--- config.mk ---
export PLATFORM = sky130hd
export DESIGN_NAME = spi_cmd_engine
export DESIGN_NICKNAME = d
export VERILOG_FILES = /design/src/rtl/spi_cmd_pkg.sv /design/src/rtl/spi_clk_div.sv /design/src/rtl/spi_cmd_regs.sv /design/src/rtl/spi_cmd_seq.sv /design/src/rtl/spi_cmd_engine.sv
export SDC_FILE = /design/constraint.sdc
export NUM_CORES = 1
export LEC_CHECK = 0
export ABC_AREA = 1
export CORE_MARGIN = 2
export CORE_UTILIZATION = 48
export DETAILED_ROUTE_END_ITERATION = 16
export PLACE_DENSITY = 0.68
export SYNTH_ARGS = -nofsm -noshare
export SYNTH_HDL_FRONTEND = slang
export SYNTH_SLANG_ARGS = --single-unit
--- constraint.sdc ---
create_clock -name clk -period 2.1 [get_ports clk]
set_clock_uncertainty 0.05 [all_clocks]
set_input_delay 0.21 -clock clk [delete_from_list [all_inputs] [get_ports clk]]
set_output_delay 0.21 -clock clk [all_outputs]
set_load 0.005 [all_outputs]
--- src/rtl/spi_cmd_pkg.sv ---
`timescale 1ns/1ps
package spi_cmd_pkg;
   typedef enum logic [1:0] {
      ST_IDLE  = 2'd0,
      ST_LEAD  = 2'd1,
      ST_SHIFT = 2'd2,
      ST_TRAIL = 2'd3
   } seq_state_t;

   localparam int TX_MAX_BYTES = 8;
   localparam int RX_MAX_BYTES = 4;
   localparam int STREAM_W     = TX_MAX_BYTES * 8;
   localparam int RXWORD_W     = RX_MAX_BYTES * 8;

   localparam logic [1:0] IDX_CTRL = 2'd0;
   localparam logic [1:0] IDX_CMD  = 2'd1;
   localparam logic [1:0] IDX_DATA = 2'd2;

   localparam int BIT_START = 8;
   localparam int BIT_BUSY  = 16;
   localparam int POS_SIZE  = 17;
   localparam int POS_CSEL  = 24;
endpackage

--- src/rtl/spi_clk_div.sv ---
`timescale 1ns/1ps
module spi_clk_div #(
   parameter int SEL_W = 2
) (
   input  logic             clk,
   input  logic             rst_n,
   input  logic             en,
   input  logic [SEL_W-1:0] sel,
   output logic             tick
);
   localparam int HALF_MAX = 1 << ((1 << SEL_W) - 1);
   localparam int CNT_W    = (HALF_MAX > 2) ? $clog2(HALF_MAX) : 1;

   initial begin
      assert (SEL_W >= 1 && SEL_W <= 2)
         else $error("spi_clk_div: SEL_W must be 1 or 2");
   end

   logic [CNT_W-1:0] cnt;
   logic [CNT_W-1:0] limit;

   assign limit = CNT_W'((1 << sel) - 1);
   assign tick  = en && (cnt == limit);

   always_ff @(posedge clk or negedge rst_n) begin
      if (!rst_n)       cnt <= '0;
      else if (!en)     cnt <= '0;
      else if (tick)    cnt <= '0;
      else              cnt <= cnt + 1'b1;
   end
endmodule

--- src/rtl/spi_cmd_regs.sv ---
`timescale 1ns/1ps
module spi_cmd_regs
   import spi_cmd_pkg::*;
#(
   parameter int SEL_W = 2
) (
   input  logic             clk,
   input  logic             rst_n,
   input  logic [1:0]       reg_widx,
   input  logic             reg_wr,
   input  logic [31:0]      reg_wdata,
   output logic [31:0]      reg_rdata,
   input  logic             seq_active,
   input  logic             seq_done,
   input  logic [31:0]      seq_rx_word,
   output logic             go,
   output logic [3:0]       tx_eff,
   output logic [2:0]       rx_eff,
   output logic [SEL_W-1:0] csel,
   output logic [31:0]      cmd_q,
   output logic [31:0]      data_q
);
   logic [3:0] tx_q, rx_q;
   logic [1:0] size_q;
   logic       busy, wr_ok, accept;

   assign busy   = go | seq_active | seq_done;
   assign wr_ok  = reg_wr && !busy;
   assign accept = wr_ok && (reg_widx == IDX_CTRL) && reg_wdata[BIT_START]
                   && (reg_wdata[3:0] != 4'd0);

   // oversized counts saturate
   assign tx_eff = (tx_q > 4'd8) ? 4'd8 : tx_q;
   assign rx_eff = (rx_q > 4'd4) ? 3'd4 : rx_q[2:0];

   always_ff @(posedge clk or negedge rst_n) begin
      if (!rst_n) begin
         tx_q   <= '0;
         rx_q   <= '0;
         size_q <= '0;
         csel   <= '0;
         cmd_q  <= '0;
         data_q <= '0;
         go     <= 1'b0;
      end else begin
         go <= accept;
         if (seq_done && rx_eff != 3'd0)
            data_q <= seq_rx_word;
         if (wr_ok) begin
            case (reg_widx)
               IDX_CTRL: begin
                  tx_q   <= reg_wdata[3:0];
                  rx_q   <= reg_wdata[7:4];
                  size_q <= reg_wdata[POS_SIZE +: 2];
                  csel   <= reg_wdata[POS_CSEL +: SEL_W];
               end
               IDX_CMD:  cmd_q  <= reg_wdata;
               IDX_DATA: data_q <= reg_wdata;
               default: ;
            endcase
         end
      end
   end

   always_comb begin
      reg_rdata = '0;
      case (reg_widx)
         IDX_CTRL: begin
            reg_rdata[3:0]              = tx_q;
            reg_rdata[7:4]              = rx_q;
            reg_rdata[BIT_BUSY]         = busy;
            reg_rdata[POS_SIZE +: 2]    = size_q;
            reg_rdata[POS_CSEL +: SEL_W] = csel;
         end
         IDX_CMD:  reg_rdata = cmd_q;
         IDX_DATA: reg_rdata = data_q;
         default:  reg_rdata = '0;
      endcase
   end

   // a write during a transaction leaves the registers untouched
   p_busy_wr_ignored_r8: assert property (@(posedge clk) disable iff (!rst_n)
      (reg_wr && busy && !seq_done) |=> ($stable(cmd_q) && $stable(data_q)));
endmodule

--- src/rtl/spi_cmd_seq.sv ---
`timescale 1ns/1ps
module spi_cmd_seq
   import spi_cmd_pkg::*;
(
   input  logic        clk,
   input  logic        rst_n,
   input  logic        go,
   input  logic        tick,
   input  logic [3:0]  tx_bytes,
   input  logic [2:0]  rx_bytes,
   input  logic [31:0] cmd_q,
   input  logic [31:0] data_q,
   input  logic        miso,
   output logic        sclk,
   output logic        mosi,
   output logic        cs_n,
   output logic        active,
   output logic        done,
   output logic [31:0] rx_word
);
   localparam int BIT_W = $clog2((TX_MAX_BYTES + RX_MAX_BYTES) * 8 + 1);

   seq_state_t           state;
   logic [STREAM_W-1:0]  tx_sr, stream, keep;
   logic [BIT_W-1:0]     bitcnt, total_bits, tx_bits;
   logic [BIT_W-1:0]     new_tx_bits, new_total;
   logic [3:0]           byte_sum;
   logic [4:0]           rxi;

   assign stream = {cmd_q[7:0], cmd_q[31:24], cmd_q[23:16], cmd_q[15:8],
                    data_q[7:0], data_q[15:8], data_q[23:16], data_q[31:24]};
   assign byte_sum    = tx_bytes + {1'b0, rx_bytes};
   assign new_tx_bits = BIT_W'({tx_bytes, 3'b000});
   assign new_total   = BIT_W'({byte_sum, 3'b000});
   assign keep        = ~({STREAM_W{1'b1}} >> new_tx_bits);

   assign cs_n   = (state == ST_IDLE);
   assign active = (state != ST_IDLE);
   assign mosi   = tx_sr[STREAM_W-1];

   always_ff @(posedge clk or negedge rst_n) begin
      if (!rst_n) begin
         state      <= ST_IDLE;
         tx_sr      <= '0;
         bitcnt     <= '0;
         total_bits <= '0;
         tx_bits    <= '0;
         rxi        <= '0;
         rx_word    <= '0;
         sclk       <= 1'b0;
         done       <= 1'b0;
      end else begin
         done <= 1'b0;
         case (state)
            ST_IDLE: if (go) begin
               tx_sr      <= stream & keep;
               tx_bits    <= new_tx_bits;
               total_bits <= new_total;
               bitcnt     <= '0;
               rxi        <= '0;
               rx_word    <= '0;
               state      <= ST_LEAD;
            end
            ST_LEAD: if (tick) state <= ST_SHIFT;
            ST_SHIFT: if (tick) begin
               if (!sclk) begin
                  sclk <= 1'b1;
                  if (bitcnt >= tx_bits) begin
                     rx_word[{rxi[4:3], ~rxi[2:0]}] <= miso;
                     rxi <= rxi + 1'b1;
                  end
               end else begin
                  sclk   <= 1'b0;
                  tx_sr  <= tx_sr << 1;
                  bitcnt <= bitcnt + 1'b1;
                  if (bitcnt == total_bits - 1'b1) state <= ST_TRAIL;
               end
            end
            ST_TRAIL: if (tick) begin
               state <= ST_IDLE;
               done  <= 1'b1;
            end
            default: state <= ST_IDLE;
         endcase
      end
   end

   // clock stays low outside a frame
   p_sclk_idle_r6: assert property (@(posedge clk) disable iff (!rst_n)
      sclk |-> !cs_n);
   // clock edges only on divider ticks
   p_sclk_tick_r7: assert property (@(posedge clk) disable iff (!rst_n)
      (state == ST_SHIFT && !tick) |=> $stable(sclk));
   // data to flash is stable across each rising edge
   p_mosi_stable_r4: assert property (@(posedge clk) disable iff (!rst_n)
      $rose(sclk) |-> $stable(mosi));
endmodule

--- src/rtl/spi_cmd_engine.sv ---
`timescale 1ns/1ps
module spi_cmd_engine #(
   parameter int DIV_SEL_W = 2
) (
   input  logic        clk,
   input  logic        rst_n,
   input  logic [1:0]  reg_widx,
   input  logic        reg_wr,
   input  logic [31:0] reg_wdata,
   output logic [31:0] reg_rdata,
   output logic        spi_sclk,
   output logic        spi_mosi,
   output logic        spi_cs_n,
   input  logic        spi_miso
);
   initial begin
      assert (DIV_SEL_W >= 1 && DIV_SEL_W <= 2)
         else $error("spi_cmd_engine: DIV_SEL_W must fit the 2-bit select field");
   end

   logic                 go, tick, active, done;
   logic [3:0]           tx_eff;
   logic [2:0]           rx_eff;
   logic [DIV_SEL_W-1:0] csel;
   logic [31:0]          cmd_q, data_q, rx_word;

   spi_cmd_regs #(.SEL_W(DIV_SEL_W)) u_regs (
      .clk(clk), .rst_n(rst_n), .reg_widx(reg_widx), .reg_wr(reg_wr),
      .reg_wdata(reg_wdata), .reg_rdata(reg_rdata), .seq_active(active),
      .seq_done(done), .seq_rx_word(rx_word), .go(go), .tx_eff(tx_eff),
      .rx_eff(rx_eff), .csel(csel), .cmd_q(cmd_q), .data_q(data_q)
   );

   spi_clk_div #(.SEL_W(DIV_SEL_W)) u_div (
      .clk(clk), .rst_n(rst_n), .en(active), .sel(csel), .tick(tick)
   );

   spi_cmd_seq u_seq (
      .clk(clk), .rst_n(rst_n), .go(go), .tick(tick), .tx_bytes(tx_eff),
      .rx_bytes(rx_eff), .cmd_q(cmd_q), .data_q(data_q), .miso(spi_miso),
      .sclk(spi_sclk), .mosi(spi_mosi), .cs_n(spi_cs_n), .active(active),
      .done(done), .rx_word(rx_word)
   );

   // an accepted start opens the frame on the next cycle
   p_go_starts_r3: assert property (@(posedge clk) disable iff (!rst_n)
      go |=> active);
endmodule

==> impl_results.html <==
<table>
<tr><th>Metric</th><th>Value</th></tr>
<tr><th colspan="2">Timing</th></tr>
<tr><td>Post-route worst hold slack</td><td>approximately 250 ps</td></tr>
<tr><td>Setup TNS</td><td>0 ps</td></tr>
<tr><td>Final Hold Vio Count</td><td>0</td></tr>
<tr><td>Least-Margin Pin Slew</td><td>~560 ps</td></tr>
<tr><td>Part of the cycle the worst path needs</td><td>0.9778</td></tr>
<tr><td>Slew HR</td><td>0.6265</td></tr>
<tr><td>Final period demand of the worst path</td><td>between 2000 and 2500 ps</td></tr>
<tr><td>Final setup vio count</td><td>0</td></tr>
<tr><td>Highest clock rate</td><td>487.0 MHz</td></tr>
<tr><td>Total count of max-transition violations in the final report</td><td>0</td></tr>
<tr><th colspan="2">Floorplan</th></tr>
<tr><td>Die X</td><td>roughly 150 um</td></tr>
<tr><td>Num ports</td><td>73</td></tr>
<tr><td>Height of the chip</td><td>approximately 150 um</td></tr>
<tr><td>Area of the core</td><td>between 20000 and 25000 um2</td></tr>
<tr><td>Effective utilization at floorplan</td><td>0.4860</td></tr>
<tr><td>Row cnt</td><td>55</td></tr>
<tr><td>Overall die area</td><td>~24000 um2</td></tr>
<tr><th colspan="2">Final layout</th></tr>
<tr><td>End-of-flow core utilization</td><td>0.5882</td></tr>
<tr><td>Diodes inserted</td><td>0</td></tr>
<tr><td>Fraction of final layout cells sized beyond drive strength 1</td><td>0.09339</td></tr>
<tr><td>Synth-to-Final Area Change</td><td>21.02%</td></tr>
<tr><td>Number of standard cells in the layout, taps in and fillers out</td><td>1827</td></tr>
<tr><td>Highest-count cells in the layout ignoring fill and taps</td><td>429 x nand2_1, 199 x dfrtp_1, 175 x inv_1</td></tr>
<tr><td>Final #Nets</td><td>1592</td></tr>
<tr><td>Most common library cell in the layout ignoring fill and taps</td><td>nand2_1</td></tr>
<tr><th colspan="2">Critical path</th></tr>
<tr><td>Critical path launch point type</td><td>flip-flop</td></tr>
<tr><td>Largest delay contributor family on the critical path</td><td>simple AND/OR/NAND/NOR gates</td></tr>
<tr><td>CP Data Arrival Time</td><td>~2300 ps</td></tr>
<tr><td>Critical path, cell by cell</td><td>inv_1 &gt; ha_1 &gt; nand2_1 &gt; nand3b_1 &gt; nand3_1 &gt; nand2_1 &gt; nand2_2 &gt; inv_1 &gt; nor2_4 &gt; buf_12 &gt; buf_12 &gt; inv_1 &gt; nand2_1 &gt; nand2_1</td></tr>
<tr><td>Critical Path End Type</td><td>flip-flop</td></tr>
<tr><td>Required time reported for the critical path endpoint</td><td>2380 ps</td></tr>
<tr><td>Largest fanout of any net on the critical path</td><td>6</td></tr>
<tr><td>Cell with the biggest individual delay on the critical path</td><td>dfrtp_1</td></tr>
<tr><td>CP bufs+invs</td><td>5</td></tr>
<tr><td>Crit-path most repeated cell</td><td>nand2_1</td></tr>
<tr><td>Type of the worst setup path</td><td>reg -&gt; reg</td></tr>
<tr><td>Stage delay of the slowest cell on the critical path</td><td>just over 400 ps</td></tr>
<tr><th colspan="2">Route</th></tr>
<tr><td>Antenna viol nets, final</td><td>0</td></tr>
<tr><td>Pre-Repair DR Iteration Count</td><td>6</td></tr>
<tr><td>Routed wire length</td><td>31760 um</td></tr>
<tr><td>First-iteration detailed-routing DRC count</td><td>999</td></tr>
<tr><td>Number of design rule violations left after detail routing</td><td>0</td></tr>
<tr><td>Vias/cell</td><td>around 5.5</td></tr>
<tr><td>Number of vias after detailed routing</td><td>about 10k</td></tr>
<tr><td>Post-detailed-route wirelength per cell</td><td>approximately 17 um</td></tr>
<tr><th colspan="2">CTS</th></tr>
<tr><td>Inserted Clock Buffers</td><td>17</td></tr>
<tr><td>Clk sinks</td><td>200</td></tr>
<tr><td>Max Root-Sink Buffers</td><td>2</td></tr>
<tr><td>Root Buffer Master</td><td>clkbuf_16</td></tr>
<tr><td>Clock latency of the later-clocked register in the worst-skew pair</td><td>440 ps</td></tr>
<tr><td>H-tree depth</td><td>4</td></tr>
<tr><td>Clock tree from TritonCTS</td><td>done</td></tr>
<tr><td>Clock-pin slew reported for the worst setup and hold paths after clock tree synthesis</td><td>approximately 70 ps</td></tr>
<tr><th colspan="2">Pwr</th></tr>
<tr><td>Worst ir drop on vdd</td><td>between 0.8 and 0.9 mV</td></tr>
<tr><td>Ratio of total power to cell area</td><td>around 1400 nW/um2</td></tr>
<tr><td>Total chip power</td><td>about 19 mW</td></tr>
<tr><td>P_leak</td><td>between 6 and 7 nW</td></tr>
<tr><th colspan="2">Synth</th></tr>
<tr><td>Total nets after synthesis</td><td>between 1.5k and 2k</td></tr>
<tr><td>Post-Syn Area</td><td>between 10000 and 15000 um2</td></tr>
<tr><td>Synthesis warning total</td><td>0</td></tr>
<tr><td>Fraction of the yosys area taken by sequential cells</td><td>0.4576</td></tr>
<tr><td>Average footprint of a synthesized cell</td><td>roughly 7.5 um2</td></tr>
<tr><td>Synth Register Bits</td><td>200</td></tr>
<tr><td>Post-synthesis cell type count</td><td>37</td></tr>
<tr><td>Cell count after synthesis</td><td>roughly 1.5k</td></tr>
<tr><th colspan="2">GRT</th></tr>
<tr><td>Total track usage</td><td>0.2667</td></tr>
<tr><td>Pin count of the biggest net entering global routing</td><td>between 60 and 70</td></tr>
<tr><td>First-pass GRT wire length</td><td>50290 um</td></tr>
<tr><td>Total congestion overflow</td><td>0</td></tr>
<tr><td>Fraction of met1 tracks used by global routing</td><td>0.3899</td></tr>
<tr><td>Met2 Track Usage GR</td><td>0.4182</td></tr>
<tr><td>Peak-usage layer in the global routing report</td><td>met2</td></tr>
<tr><td>Initial antenna violation count</td><td>0</td></tr>
<tr><td>Met3 track utilization from global routing</td><td>0.03816</td></tr>
<tr><td>Number of global-route vias before repair</td><td>~9.3k</td></tr>
<tr><th colspan="2">Placed design</th></tr>
<tr><td>Port-buffer cells</td><td>~70</td></tr>
<tr><td>Detailed Place HPWL</td><td>~21000 um</td></tr>
<tr><td>Routability cong.</td><td>around 0.86</td></tr>
<tr><td>Cell Count Post-Placement</td><td>1779</td></tr>
<tr><th colspan="2">Worst hold path</th></tr>
<tr><td>Class of the tightest hold or removal check</td><td>in -&gt; async</td></tr>
<tr><th colspan="2">Run status</th></tr>
<tr><td>Outcome</td><td>completed</td></tr>
<tr><th colspan="2">Run</th></tr>
<tr><td>Number of max-cap violations</td><td>0</td></tr>
</table>
[cell type report]
class	count	area (um2)
Sequential cell	200	5006
Clock inverter	13	178.9
Inverter	187	713.2
Fill cell	2033	9268
Clock buffer	19	452.9
Timing Repair Buffer	144	1643
Multi-Input combinational cell	979	4885
Tap cell	285	356.6
[cells by family (layout without fill, tap and decap cells)]
family	Yosys count	in the layout	share of synthesized area
adder cells (fa/ha/maj)	25	25	0.02929
buffers and inverters	277	363	0.1058
XOR/XNOR	15	15	0.01201
AND/OR/NAND/NOR	658	658	0.2554
AO/OA/AOI/OAI	281	281	0.1399
flip-flops	200	200	0.4576
[final timing paths]
| kind | from | to | slack, ps | depth (start not counted) |
|---|---|---|---|---|
| worst max-delay path | u_seq.bitcnt[3]$_DFFE_PN0P_ | u_seq.rxi[1]$_DFFE_PN0P_ | 50 | 14 |
| worst min-delay path | rst_n | u_seq.tx_sr[60]$_DFFE_PN0P_ | 250 | 2 |
| worst max register to register | u_seq.bitcnt[3]$_DFFE_PN0P_ | u_seq.rxi[1]$_DFFE_PN0P_ | 50 | 14 |
| worst min register to register | u_seq.rx_word[25]$_DFFE_PN0P_ | u_seq.rx_word[25]$_DFFE_PN0P_ | 430 | 2 |
| max in group asynchronous | rst_n | u_seq.state[0]$_DFFE_PN0P_ | 1050 | 3 |
| min in group clk | reg_wdata[23] | u_regs.data_q[23]$_DFF_PN0_ | 280 | 3 |
[worst register-to-register path, cell delays in order, from the launching register on]
cell,delay (ps)
dfrtp_1,410
inv_1,120
ha_1,300
nand2_1,50
nand3b_1,150
nand3_1,90
nand2_1,90
nand2_2,100
inv_1,70
nor2_4,100
buf_12,140
buf_12,130
inv_1,50
nand2_1,50
nand2_1,50
[power breakdown]
| group | switching, mW | internal, mW |
|---|---|---|
| clock | 1.58 | 1.98 |
| sequential | 1.13 | 5.17 |
| combinational | 5.53 | 3.49 |
| total | 8.24 | 10.6 |
[timing repair]
item                                   4_1_cts  5_1_grt
pin swaps                                    1        3
hold buffers                                 1        0
setup endpoints to repair                   32      104
resized for setup                           42       21
endpoints found under the hold margin       53        0
setup buffers                                4        4
gates cloned                                 3        4
[layer usage]
| layer | share of wire | up-vias | wire, um |
|---|---|---|---|
| li1 | - | 4863 | - |
| met1 | 0.45 | 4685 | 14370 |
| met2 | 0.46 | 380 | 14630 |
| met3 | 0.067 | 49 | 2138 |
| met4 | 0.020 | 0 | 622 |
| met5 | 0 | - | 0 |
[synth_stat cells (all sizes together)]
| cell type | instances | area (um2) |
|---|---|---|
| a211oi | 1 | 7.510 |
| a21oi | 25 | 125.1 |
| a22oi | 7 | 52.55 |
| a31oi | 1 | 6.260 |
| buf | 50 | 305.3 |
| clkbuf | 40 | 150.1 |
| clkinv | 2 | 7.510 |
| dfrtp | 200 | 5005 |
| fa | 1 | 20.02 |
| ha | 24 | 300.3 |
| inv | 185 | 694.4 |
| nand2 | 434 | 1637 |
| nand3 | 110 | 568.1 |
| nand3b | 1 | 7.510 |
| nand4 | 33 | 206.5 |
| nor2 | 40 | 155.1 |
| nor3 | 35 | 175.2 |
| nor3b | 1 | 18.77 |
| nor4 | 1 | 6.260 |
| o211ai | 33 | 247.7 |
| o21ai | 213 | 1070 |
| o31ai | 1 | 21.27 |
| or2 | 3 | 18.78 |
| xnor2 | 8 | 70.07 |
| xor2 | 7 | 61.31 |
[registers in the layout (all words and copies together) (netlist names), 2 cells and up]
signal	cells
u_div.cnt	3
u_seq.tx_bits	4
u_regs.size_q	2
u_regs.tx_q	4
u_regs.rx_q	4
u_seq.rxi	5
u_seq.bitcnt	7
u_regs.data_q	32
u_regs.csel	2
u_seq.state	2
u_seq.tx_sr	64
u_regs.cmd_q	32
u_seq.rx_word	32
u_seq.total_bits	4
[stage by stage]
stage	instance area [um2]	worst slack, ps
2_1_floorplan	10940	181.4
3_3_place_gp	12180	-212.5
3_5_place_dp	12180	-242.6
4_1_cts	13030	8.718
5_1_grt	13240	-35.02
6_report	13240	46.62
Power figures use the tool's default switching activity.
